## config.mk

```make
export PLATFORM = sky130hd
export DESIGN_NAME = mpx_tlb
export DESIGN_NICKNAME = d
export VERILOG_FILES = /design/src/rtl/mpx_tlb_pkg.sv /design/src/rtl/mpx_tlb_ctrl.sv /design/src/rtl/mpx_tlb_datapath.sv /design/src/rtl/mpx_tlb.sv
export SDC_FILE = /design/constraint.sdc
export NUM_CORES = 2
export LEC_CHECK = 0
export ABC_CLOCK_PERIOD_IN_PS = 11100
export BUFFER_PORTS_ARGS = -buffer_cell sky130_fd_sc_hd__buf_2
export CORE_ASPECT_RATIO = 1.4
export CORE_MARGIN = 8
export CORE_UTILIZATION = 62
export DETAILED_ROUTE_END_ITERATION = 7
export PLACE_DENSITY = 0.88
export RECOVER_POWER = 50
export SETUP_SLACK_MARGIN = 0.05
export SLEW_MARGIN = 20
export SYNTH_ARGS = -nofsm -noshare
export SYNTH_HDL_FRONTEND = slang
export SYNTH_SLANG_ARGS = --single-unit
```

## constraint.sdc

```tcl
create_clock -name clk -period 11.1 [get_ports clk]
set_clock_uncertainty 0.05 [all_clocks]
set_input_delay 0.555 -clock clk [delete_from_list [all_inputs] [get_ports clk]]
set_output_delay 0.555 -clock clk [all_outputs]
set_load 0.01 [all_outputs]
```

## src/rtl/mpx_tlb_pkg.sv

```systemverilog
package mpx_tlb_pkg;
  localparam int BASE_SHIFT = 13;  // 8KB base page
  localparam int SIZE_STEP  = 3;   // each size code adds 3 pass-through bits

  typedef enum logic [1:0] {
    PG_8K   = 2'd0,
    PG_64K  = 2'd1,
    PG_512K = 2'd2,
    PG_4M   = 2'd3
  } pg_size_e;

  typedef struct packed {
    logic wrEn;
    logic clrAll;
    logic capture;
  } tlb_strobe_t;
endpackage

```

## src/rtl/mpx_tlb_ctrl.sv

```systemverilog
module mpx_tlb_ctrl
  import mpx_tlb_pkg::*;
#(
  parameter int ENTRIES = 32,
  localparam int IDXW = $clog2(ENTRIES)
) (
  input  logic            clk,
  input  logic            rstN,
  input  logic            lookupValid,
  input  logic            fillEn,
  input  logic            invalidateAll,
  output tlb_strobe_t     strobe,
  output logic [IDXW-1:0] wrIdx
);
  logic [IDXW-1:0] ptrQ;

  always_comb begin
    strobe.clrAll  = invalidateAll;
    strobe.wrEn    = fillEn && !invalidateAll;
    strobe.capture = lookupValid;
  end

  always_ff @(posedge clk) begin
    if (!rstN || invalidateAll) ptrQ <= '0;
    else if (fillEn) ptrQ <= (ptrQ == IDXW'(ENTRIES - 1)) ? '0 : ptrQ + 1'b1;
  end

  assign wrIdx = ptrQ;
endmodule

```

## src/rtl/mpx_tlb_datapath.sv

```systemverilog
module mpx_tlb_datapath
  import mpx_tlb_pkg::*;
#(
  parameter int ENTRIES = 32,
  parameter int VA_IMPL = 43,
  parameter int PA_BITS = 34,
  localparam int IDXW = $clog2(ENTRIES),
  localparam int VPNW = VA_IMPL - BASE_SHIFT,
  localparam int PFNW = PA_BITS - BASE_SHIFT
) (
  input  logic               clk,
  input  logic               rstN,
  input  tlb_strobe_t        strobe,
  input  logic [IDXW-1:0]    wrIdx,
  input  logic [VPNW-1:0]    fillVpn,
  input  logic [PFNW-1:0]    fillPfn,
  input  logic [1:0]         fillSize,
  input  logic [63:0]        lookupVa,
  output logic               respValid,
  output logic               respHit,
  output logic [PA_BITS-1:0] respPa,
  output logic               respAddrFault,
  output logic               respMultiHit
);
  logic [VPNW-1:0]    tagQ  [ENTRIES];
  logic [PFNW-1:0]    pfnQ  [ENTRIES];
  pg_size_e           sizeQ [ENTRIES];
  logic [ENTRIES-1:0] validQ;
  logic [ENTRIES-1:0] matchVec;

  function automatic logic [VPNW-1:0] vpnMask(pg_size_e s);
    logic [VPNW-1:0] ones = '1;
    return ones << (SIZE_STEP * int'(s));
  endfunction

  function automatic logic [PFNW-1:0] pfnMask(pg_size_e s);
    logic [PFNW-1:0] ones = '1;
    return ones << (SIZE_STEP * int'(s));
  endfunction

  always_ff @(posedge clk) begin
    if (!rstN || strobe.clrAll) validQ <= '0;
    else if (strobe.wrEn) validQ[wrIdx] <= 1'b1;
  end

  always_ff @(posedge clk) begin
    if (strobe.wrEn) begin
      tagQ[wrIdx]  <= fillVpn;
      pfnQ[wrIdx]  <= fillPfn;
      sizeQ[wrIdx] <= pg_size_e'(fillSize);
    end
  end

  logic [VPNW-1:0] vaVpn;
  assign vaVpn = lookupVa[VA_IMPL-1:BASE_SHIFT];

  for (genvar g = 0; g < ENTRIES; g++) begin : g_cmp
    assign matchVec[g] = validQ[g] && (((tagQ[g] ^ vaVpn) & vpnMask(sizeQ[g])) == '0);
  end

  logic            canonical;
  logic [IDXW-1:0] selIdx;
  logic            anyMatch, manyMatch;
  logic [PFNW-1:0] selMask, paHi;
  logic [PA_BITS-1:0] paNext;

  assign canonical = (&lookupVa[63:VA_IMPL-1]) || !(|lookupVa[63:VA_IMPL-1]);
  assign anyMatch  = |matchVec;
  assign manyMatch = (matchVec & (matchVec - 1'b1)) != '0;

  always_comb begin
    selIdx = '0;
    for (int i = ENTRIES - 1; i >= 0; i--) begin
      if (matchVec[i]) selIdx = IDXW'(i);
    end
  end

  assign selMask = pfnMask(sizeQ[selIdx]);
  assign paHi    = (pfnQ[selIdx] & selMask) | (lookupVa[BASE_SHIFT +: PFNW] & ~selMask);
  assign paNext  = {paHi, lookupVa[BASE_SHIFT-1:0]};

  always_ff @(posedge clk) begin
    if (!rstN) begin
      respValid     <= 1'b0;
      respHit       <= 1'b0;
      respPa        <= '0;
      respAddrFault <= 1'b0;
      respMultiHit  <= 1'b0;
    end else begin
      respValid     <= strobe.capture;
      respHit       <= strobe.capture && canonical && anyMatch;
      respAddrFault <= strobe.capture && !canonical;
      respMultiHit  <= strobe.capture && canonical && manyMatch;
      respPa        <= (strobe.capture && canonical && anyMatch) ? paNext : '0;
    end
  end
endmodule

```

## src/rtl/mpx_tlb.sv

```systemverilog
module mpx_tlb
  import mpx_tlb_pkg::*;
#(
  parameter int ENTRIES = 32,
  parameter int VA_IMPL = 43,
  parameter int PA_BITS = 34
) (
  input  logic                          clk,
  input  logic                          rstN,
  input  logic                          lookupValid,
  input  logic [63:0]                   lookupVa,
  input  logic                          fillEn,
  input  logic [VA_IMPL-BASE_SHIFT-1:0] fillVpn,
  input  logic [PA_BITS-BASE_SHIFT-1:0] fillPfn,
  input  logic [1:0]                    fillSize,
  input  logic                          invalidateAll,
  output logic                          respValid,
  output logic                          respHit,
  output logic [PA_BITS-1:0]            respPa,
  output logic                          respAddrFault,
  output logic                          respMultiHit
);
  localparam int IDXW = $clog2(ENTRIES);

  tlb_strobe_t     strobe;
  logic [IDXW-1:0] wrIdx;

  mpx_tlb_ctrl #(.ENTRIES(ENTRIES)) u_ctrl (
    .clk(clk), .rstN(rstN), .lookupValid(lookupValid), .fillEn(fillEn),
    .invalidateAll(invalidateAll), .strobe(strobe), .wrIdx(wrIdx)
  );

  mpx_tlb_datapath #(.ENTRIES(ENTRIES), .VA_IMPL(VA_IMPL), .PA_BITS(PA_BITS)) u_dp (
    .clk(clk), .rstN(rstN), .strobe(strobe), .wrIdx(wrIdx),
    .fillVpn(fillVpn), .fillPfn(fillPfn), .fillSize(fillSize),
    .lookupVa(lookupVa), .respValid(respValid), .respHit(respHit),
    .respPa(respPa), .respAddrFault(respAddrFault), .respMultiHit(respMultiHit)
  );
endmodule

```

======== Word-level counts from Yosys, hierarchy flattened ========
Memories as Yosys holds them, arrays and structs flattened.
Index checks and enable logic that the tools add are counted.
word-level totals
  register bits after elaboration ......... 75
  memory bits (writable) .................. 1696
  input bits .............................. 122
  output and inout bits ................... 38
  memories kept ........................... 3
operators by class
  $add $sub $neg .......................... 2
  $mul .................................... 33
  magnitude comparators ................... 2
  equal/unequal tests ..................... 1
  shift-type cells ........................ 33
  mux-type cells .......................... 37
  bitwise operators ....................... 70
  reductions and logical operators ........ 81
memory list
  name        depth  width  read ports  clocked after Yosys merged registers in  wr ports  RTL line                source
  u_dp.tagQ   32     30     32          0                                        1         mpx_tlb_datapath.sv:25  logic [VPNW-1:0] tagQ [ENTRIES];
  u_dp.pfnQ   32     21     1           0                                        1         mpx_tlb_datapath.sv:26  logic [PFNW-1:0] pfnQ [ENTRIES];
  u_dp.sizeQ  32     2      33          0                                        1         mpx_tlb_datapath.sv:27  pg_size_e sizeQ [ENTRIES];
operator list
  kind                      count
  $shl A30 B32 Y30 const A  32
  $and A30 B30 Y30          32
  $logic_not A30 Y1         32
  $xor A30 B30 Y30          32
  $mux W5                   33
  $mul A2 B2 Y4 const A     33
  $and A21 B21 Y21          2
  $logic_and A1 B1 Y1       38
  $and A32 B32 Y32          1
  $or A32 B32 Y32           1
  $reduce_bool A32 Y1       1
  $reduce_or A32 Y1         1
  $shl A21 B32 Y21 const A  1
  $sub A32 B1 Y32 const B   1
  $reduce_and A22 Y1        1
  $reduce_or A22 Y1         1
  $not A21 Y21              1
  $or A21 B21 Y21           1
  $lt A5 B6 Y1 const B      1
  $add A5 B1 Y5 const B     1
  $demux W1 S5              1
  $eq A5 B5 Y1 const B      1
  $ge A5 B1 Y1 const B      1
  $logic_not A1 Y1          4
  other kinds (3)           6

======== Depth between registers and ports, before layout ========
An unclocked memory read counts as a cell.
  depth after elaboration ................. 44
  gate-level depth with buffers ........... 21
  mapped depth without buffers ............ 15

======== By module ========
Synthesis repeated with hierarchy kept, for this count alone.
second synthesis, totals
  cells, all modules ...................... 5085
  area, all modules ....................... 76653.5 um^2
by module, submodules not included
  module            instances  cells each  area each (um^2)
  mpx_tlb_datapath  1          5059        76387.0
  mpx_tlb_ctrl      1          26          266.5

======== Worst setup path before layout ========
OpenSTA, ideal clock, no wires.
  kind .................................... input -> register
  from .................................... input port lookupVa[38]
  to ...................................... register u_dp.respPa[13]
  setup time .............................. 70 ps
  arrival ................................. 4232 ps
  data required time ...................... 10980 ps
  setup slack ............................. 6748 ps
  cell stages on the path ................. 18
  path buffers ............................ 3
  cells stage by stage .................... buf_2 > buf_4 > buf_2 > xor2_1 > nor4_1 > nand4b_1 > nor3b_1 > nor2_1 > o221a_2 > o221a_2 > o21ai_2 > mux4_2 > a221o_1 > nor4_4 > a21oi_4 > nor2_4 > o211ai_1 > a21oi_1
between the ends
  longest elaborated chain between the ends .. 42
  elaborated cells on any way between the ends .. 171
  those cells by class .................... mul: 1; shift: 1; mux: 32; bitwise: 68; reduce/logical: 67; memory: 2
RTL lines
  element                 RTL line                source
  start: declaration      mpx_tlb.sv:11           input logic [63:0] lookupVa,
  $xor A30 B30 Y30        mpx_tlb_datapath.sv:58  assign matchVec[g] = validQ[g] && (((tagQ[g] ^ vaVpn) & vpnMask(sizeQ[g])) == '0);
  $and A30 B30 Y30        mpx_tlb_datapath.sv:58
  $logic_not A30 Y1       mpx_tlb_datapath.sv:58
  $logic_and A1 B1 Y1     mpx_tlb_datapath.sv:58
  $mux W5 (32 in a row)   mpx_tlb_datapath.sv:74  if (matchVec[i]) selIdx = IDXW'(i);
  $mem_v2 Z32 W2          --
  $mul A2 B2 Y4           mpx_tlb_datapath.sv:38  return ones << (SIZE_STEP * int'(s));
  $shl A21 B32 Y21        mpx_tlb_datapath.sv:38
  $not A21 Y21            mpx_tlb_datapath.sv:79  assign paHi = (pfnQ[selIdx] & selMask) | (lookupVa[BASE_SHIFT +: PFNW] & ~selMask);
  $and A21 B21 Y21        mpx_tlb_datapath.sv:79
  $or A21 B21 Y21         mpx_tlb_datapath.sv:79
  end signal: assignment  mpx_tlb_datapath.sv:94  respPa <= (strobe.capture && canonical && anyMatch) ? paNext : '0;
  end: declaration        mpx_tlb_datapath.sv:21  output logic [PA_BITS-1:0] respPa,
Parallel ways exist; a longest one is shown, timed or not.
A chain may end at the register's enable or synchronous reset.

======== Final worst setup path ========
  from .................................... input port lookupVa[42]
  to ...................................... register u_dp.respPa[16]
The elaborated chain is that of the path after synthesis.

==> impl_metrics.py <==
metrics = {
    "outcome": {
        "status": "complete, but fails checks",
        "violations": "capacitance limit, slew limit",
    },
    "detailed_routing": {
        "routed_via_density": 6.93,
        "met2_length_um": 106000,
        "wl_met3_um": 27400,
        "drc": 0,
        "ant_nets": 0,
        "wl_per_cell_um": 32.6,
        "drt-pass1-iter-count": 6,
        "vias": 48700,
        "wl_met1_um": 73100,
        "first_iter_violations": 7621,
        "routed_wl_um": 229000,
        "highest_layer": "met5",
    },
    "job": {
        "max_cap_viol_count": 33,
    },
    "yosys": {
        "synth_edf_count": 1696,
        "async_flop_share": 0,
        "syn-num-nets": 5231,
        "synth.cell_area_um2": 76200,
        "synth_flop_cell": "edfxtp_1",
        "ys_ff_latch": 1771,
        "synth_warnings": 0,
        "synthCells": 5104,
        "seq_area_frac_synth": 0.688,
        "synthDistinctLibCells": 90,
        "syn_avg_cell_area_um2": 14.9,
    },
    "cells_and_area": {
        "utilization": 0.686,
        "final_common_cell": "edfxtp_1",
        "drive_gt1_frac": 0.104,
        "layout.nets": 5401,
        "layout_common_cells": "edfxtp_1 (1696), xnor2_1 (838), nand2_1 (287), nand4_1 (287), mux2i_1 (182)",
        "fill_cells": 7507,
        "areaGrowthSynthToFinish_pct": 10.1,
    },
    "clock_network": {
        "clockRootBuffer": "clkbuf_16",
        "cts.clk_slew.worst_paths_ns": 0.06,
        "cts_tree": "done",
        "cts.repair.resized": 0,
        "cts_max_level": 4,
        "clock_sinks": 1771,
        "cts_buffer_depth": 3,
        "cts_made_buffers": 156,
        "hold_buffers": 14,
        "clk-insertion-delay-late_ns": 0.82,
        "cts_setup_buffers": 0,
    },
    "critical_path": {
        "crit_type": "input port to flop",
        "cp_slowest_cell": "clkbuf_1",
        "r2r_cells": 13,
        "r2r_slack_ns": 4.41,
        "worstSetupStartpointType": "input port",
        "crit_required_ns": 11.68,
        "rr_startpoint": "u_dp.tagQ[6][20]$_DFFE_PP_",
        "critPathArrivalTime_ns": 9.57,
        "cp_slowest_stage_delay_ns": 2.90,
        "path_cells": "buf_2, clkbuf_1, xnor2_1, nand4_1, nor4_1, nand4_1, and2_1, a21o_1, a221oi_2, o21ba_2, mux2i_1, a221o_1, nor4_4, a21o_1, nor2_1, a311oi_1",
        "crit_path_max_fanout": 34,
        "regToRegEndpoint": "u_dp.respPa[16]$_SDFF_PN0_",
        "endpoint_kind": "flop",
    },
    "die": {
        "pin_count": 160,
        "dieArea_um2": 134000,
        "core_area_um2": 122000,
        "die_h_um": 431,
        "start_util": 0.623,
        "fp.dieW_um": 312,
        "rows": 152,
    },
    "power_and_ir_drop": {
        "powerDensity_nw_per_um2": 161,
        "total_power_mw": 13.5,
        "leakagePower_nw": 26.7,
        "vdd_drop_max_mv": 0.185,
    },
    "placement": {
        "hpwl_um": 131000,
        "dp_slack_ns": 3.60,
        "finalWeightedCongestion": 1.00,
        "io_buffers": 159,
    },
    "grt": {
        "grt_pass1_vias": 48900,
        "grt_pass1_wl_um": 325000,
        "antenna_found_initial": 5,
        "grt_max_degree": 173,
        "grt_overflow": 0,
        "grt_usage": 0.332,
    },
    "min_path": {
        "whs_path_depth": 2,
        "holdPathEnd": "u_dp.respValid$_SDFF_PN0_",
        "min_from": "rstN",
        "hp-class": "input port to flop",
    },
    "timing": {
        "finalHoldViolCount": 0,
        "fin_setup_tns_ns": 0,
        "fmax_ghz": 0.111,
        "slew_viol_final": 1093,
        "fin_ws_ns": 2.11,
        "worst_slew_pin_slew_ns": 4.17,
        "slew_headroom": -1.78,
        "rsz0062_at_grt": "no",
        "finalCritPeriodShare": 0.810,
        "setup_viol": 0,
        "min_period_ns": 8.99,
    },
}
-- per-stage QoR --
step	instances	hold slack (ns)	cell area (um^2)
after floorplan	5104	0.405	76200
after global placement	6718	0.418	78600
after detailed placement	6718	0.433	78600
after CTS	7023	0.00647	84000
after global routing	7025	0.0780	83800
final	7030	0.0691	83900
-- power breakdown --
group	total (mW)	internal [mW]	switching [mW]
clock	5.58	3.13	2.45
combinational	0.612	0.165	0.447
sequential	7.34	7.34	0.00540
-- registers in the layout (all words and copies together) (netlist names) --
register            flops
u_dp.respValid          1
u_dp.tagQ             960
u_ctrl.wrIdx            5
u_dp.respPa            34
u_dp.sizeQ             64
u_dp.pfnQ             672
u_dp.respHit            1
u_dp.respMultiHit       1
u_dp.respAddrFault      1
u_dp.validQ            32
-- per-layer routing --
| metal | GRT usage | vias up |
|---|---|---|
| met3 | 0.0729 | 1092 |
| met1 | 0.388 | 23800 |
| met2 | 0.524 | 4022 |
| met5 | 0 | - |
| met4 | 0.276 | 4 |
| li1 | - | 19800 |
-- logic make-up after synthesis --
kind of cell               after synthesis  share of synthesized area
xor gates and xnor gates               966                      0.111
AOI/OAI and AO/OA                      528                     0.0491
and+or+nand+nor                       1283                     0.0926
adders and majority gates                8                    0.00122
DFF                                   1771                      0.688
buffers and inverters                  277                     0.0199
muxes                                  271                     0.0376
-- synthesized netlist by cell type (96+ instances only) --
master / n / share of area
nand3_1: 154 / 0.010
a21oi_1: 96 / 0.0063
o211ai_1: 108 / 0.011
nand4_1: 287 / 0.024
nor2_1: 160 / 0.0079
nand2_1: 287 / 0.014
buf_2: 99 / 0.0065
xor2_1: 126 / 0.014
nor4_1: 108 / 0.0089
edfxtp_1: 1696 / 0.67
mux2i_1: 182 / 0.024
xnor2_1: 838 / 0.096
-- how the worst max path moves through the flow --
| stage | slack [ns] | startpoint | end |
|---|---|---|---|
| 2_1_floorplan | 6.75 | lookupVa[38] | u_dp.respPa[13]$_SDFF_PN0_ |
| 5_1_grt | 2.41 | lookupVa[42] | u_dp.respPa[16]$_SDFF_PN0_ |
| 6_report | 2.11 | lookupVa[42] | u_dp.respPa[16]$_SDFF_PN0_ |
| 3_3_place_gp | 3.72 | lookupVa[41] | u_dp.respPa[16]$_SDFF_PN0_ |
| 4_1_cts | 4.40 | lookupVa[41] | u_dp.respPa[16]$_SDFF_PN0_ |
| 3_5_place_dp | 3.60 | lookupVa[41] | u_dp.respPa[16]$_SDFF_PN0_ |
-- critical path: cells and delay by family --
family                 cells  cell delay, ns
AND/OR/NAND/NOR            6            2.36
AO/OA/AOI/OAI              6            2.94
multiplexers               1            0.31
buffers and inverters      2            2.97
XOR/XNOR                   1            0.30
-- final cells by class --
cell class | count | area (um^2) | area share
Antenna cell | 6 | 15.0 | 0.000179
Multi-Input combinational cell | 3056 | 22500 | 0.269
Inverter | 24 | 90.1 | 0.00107
Tap cell | 1617 | 2020 | 0.0241
Clock buffer | 221 | 4410 | 0.0526
Clock inverter | 70 | 835 | 0.00995
Sequential cell | 1771 | 52400 | 0.625
Timing Repair Buffer | 265 | 1530 | 0.0182
(Power assumes the default switching activity.)
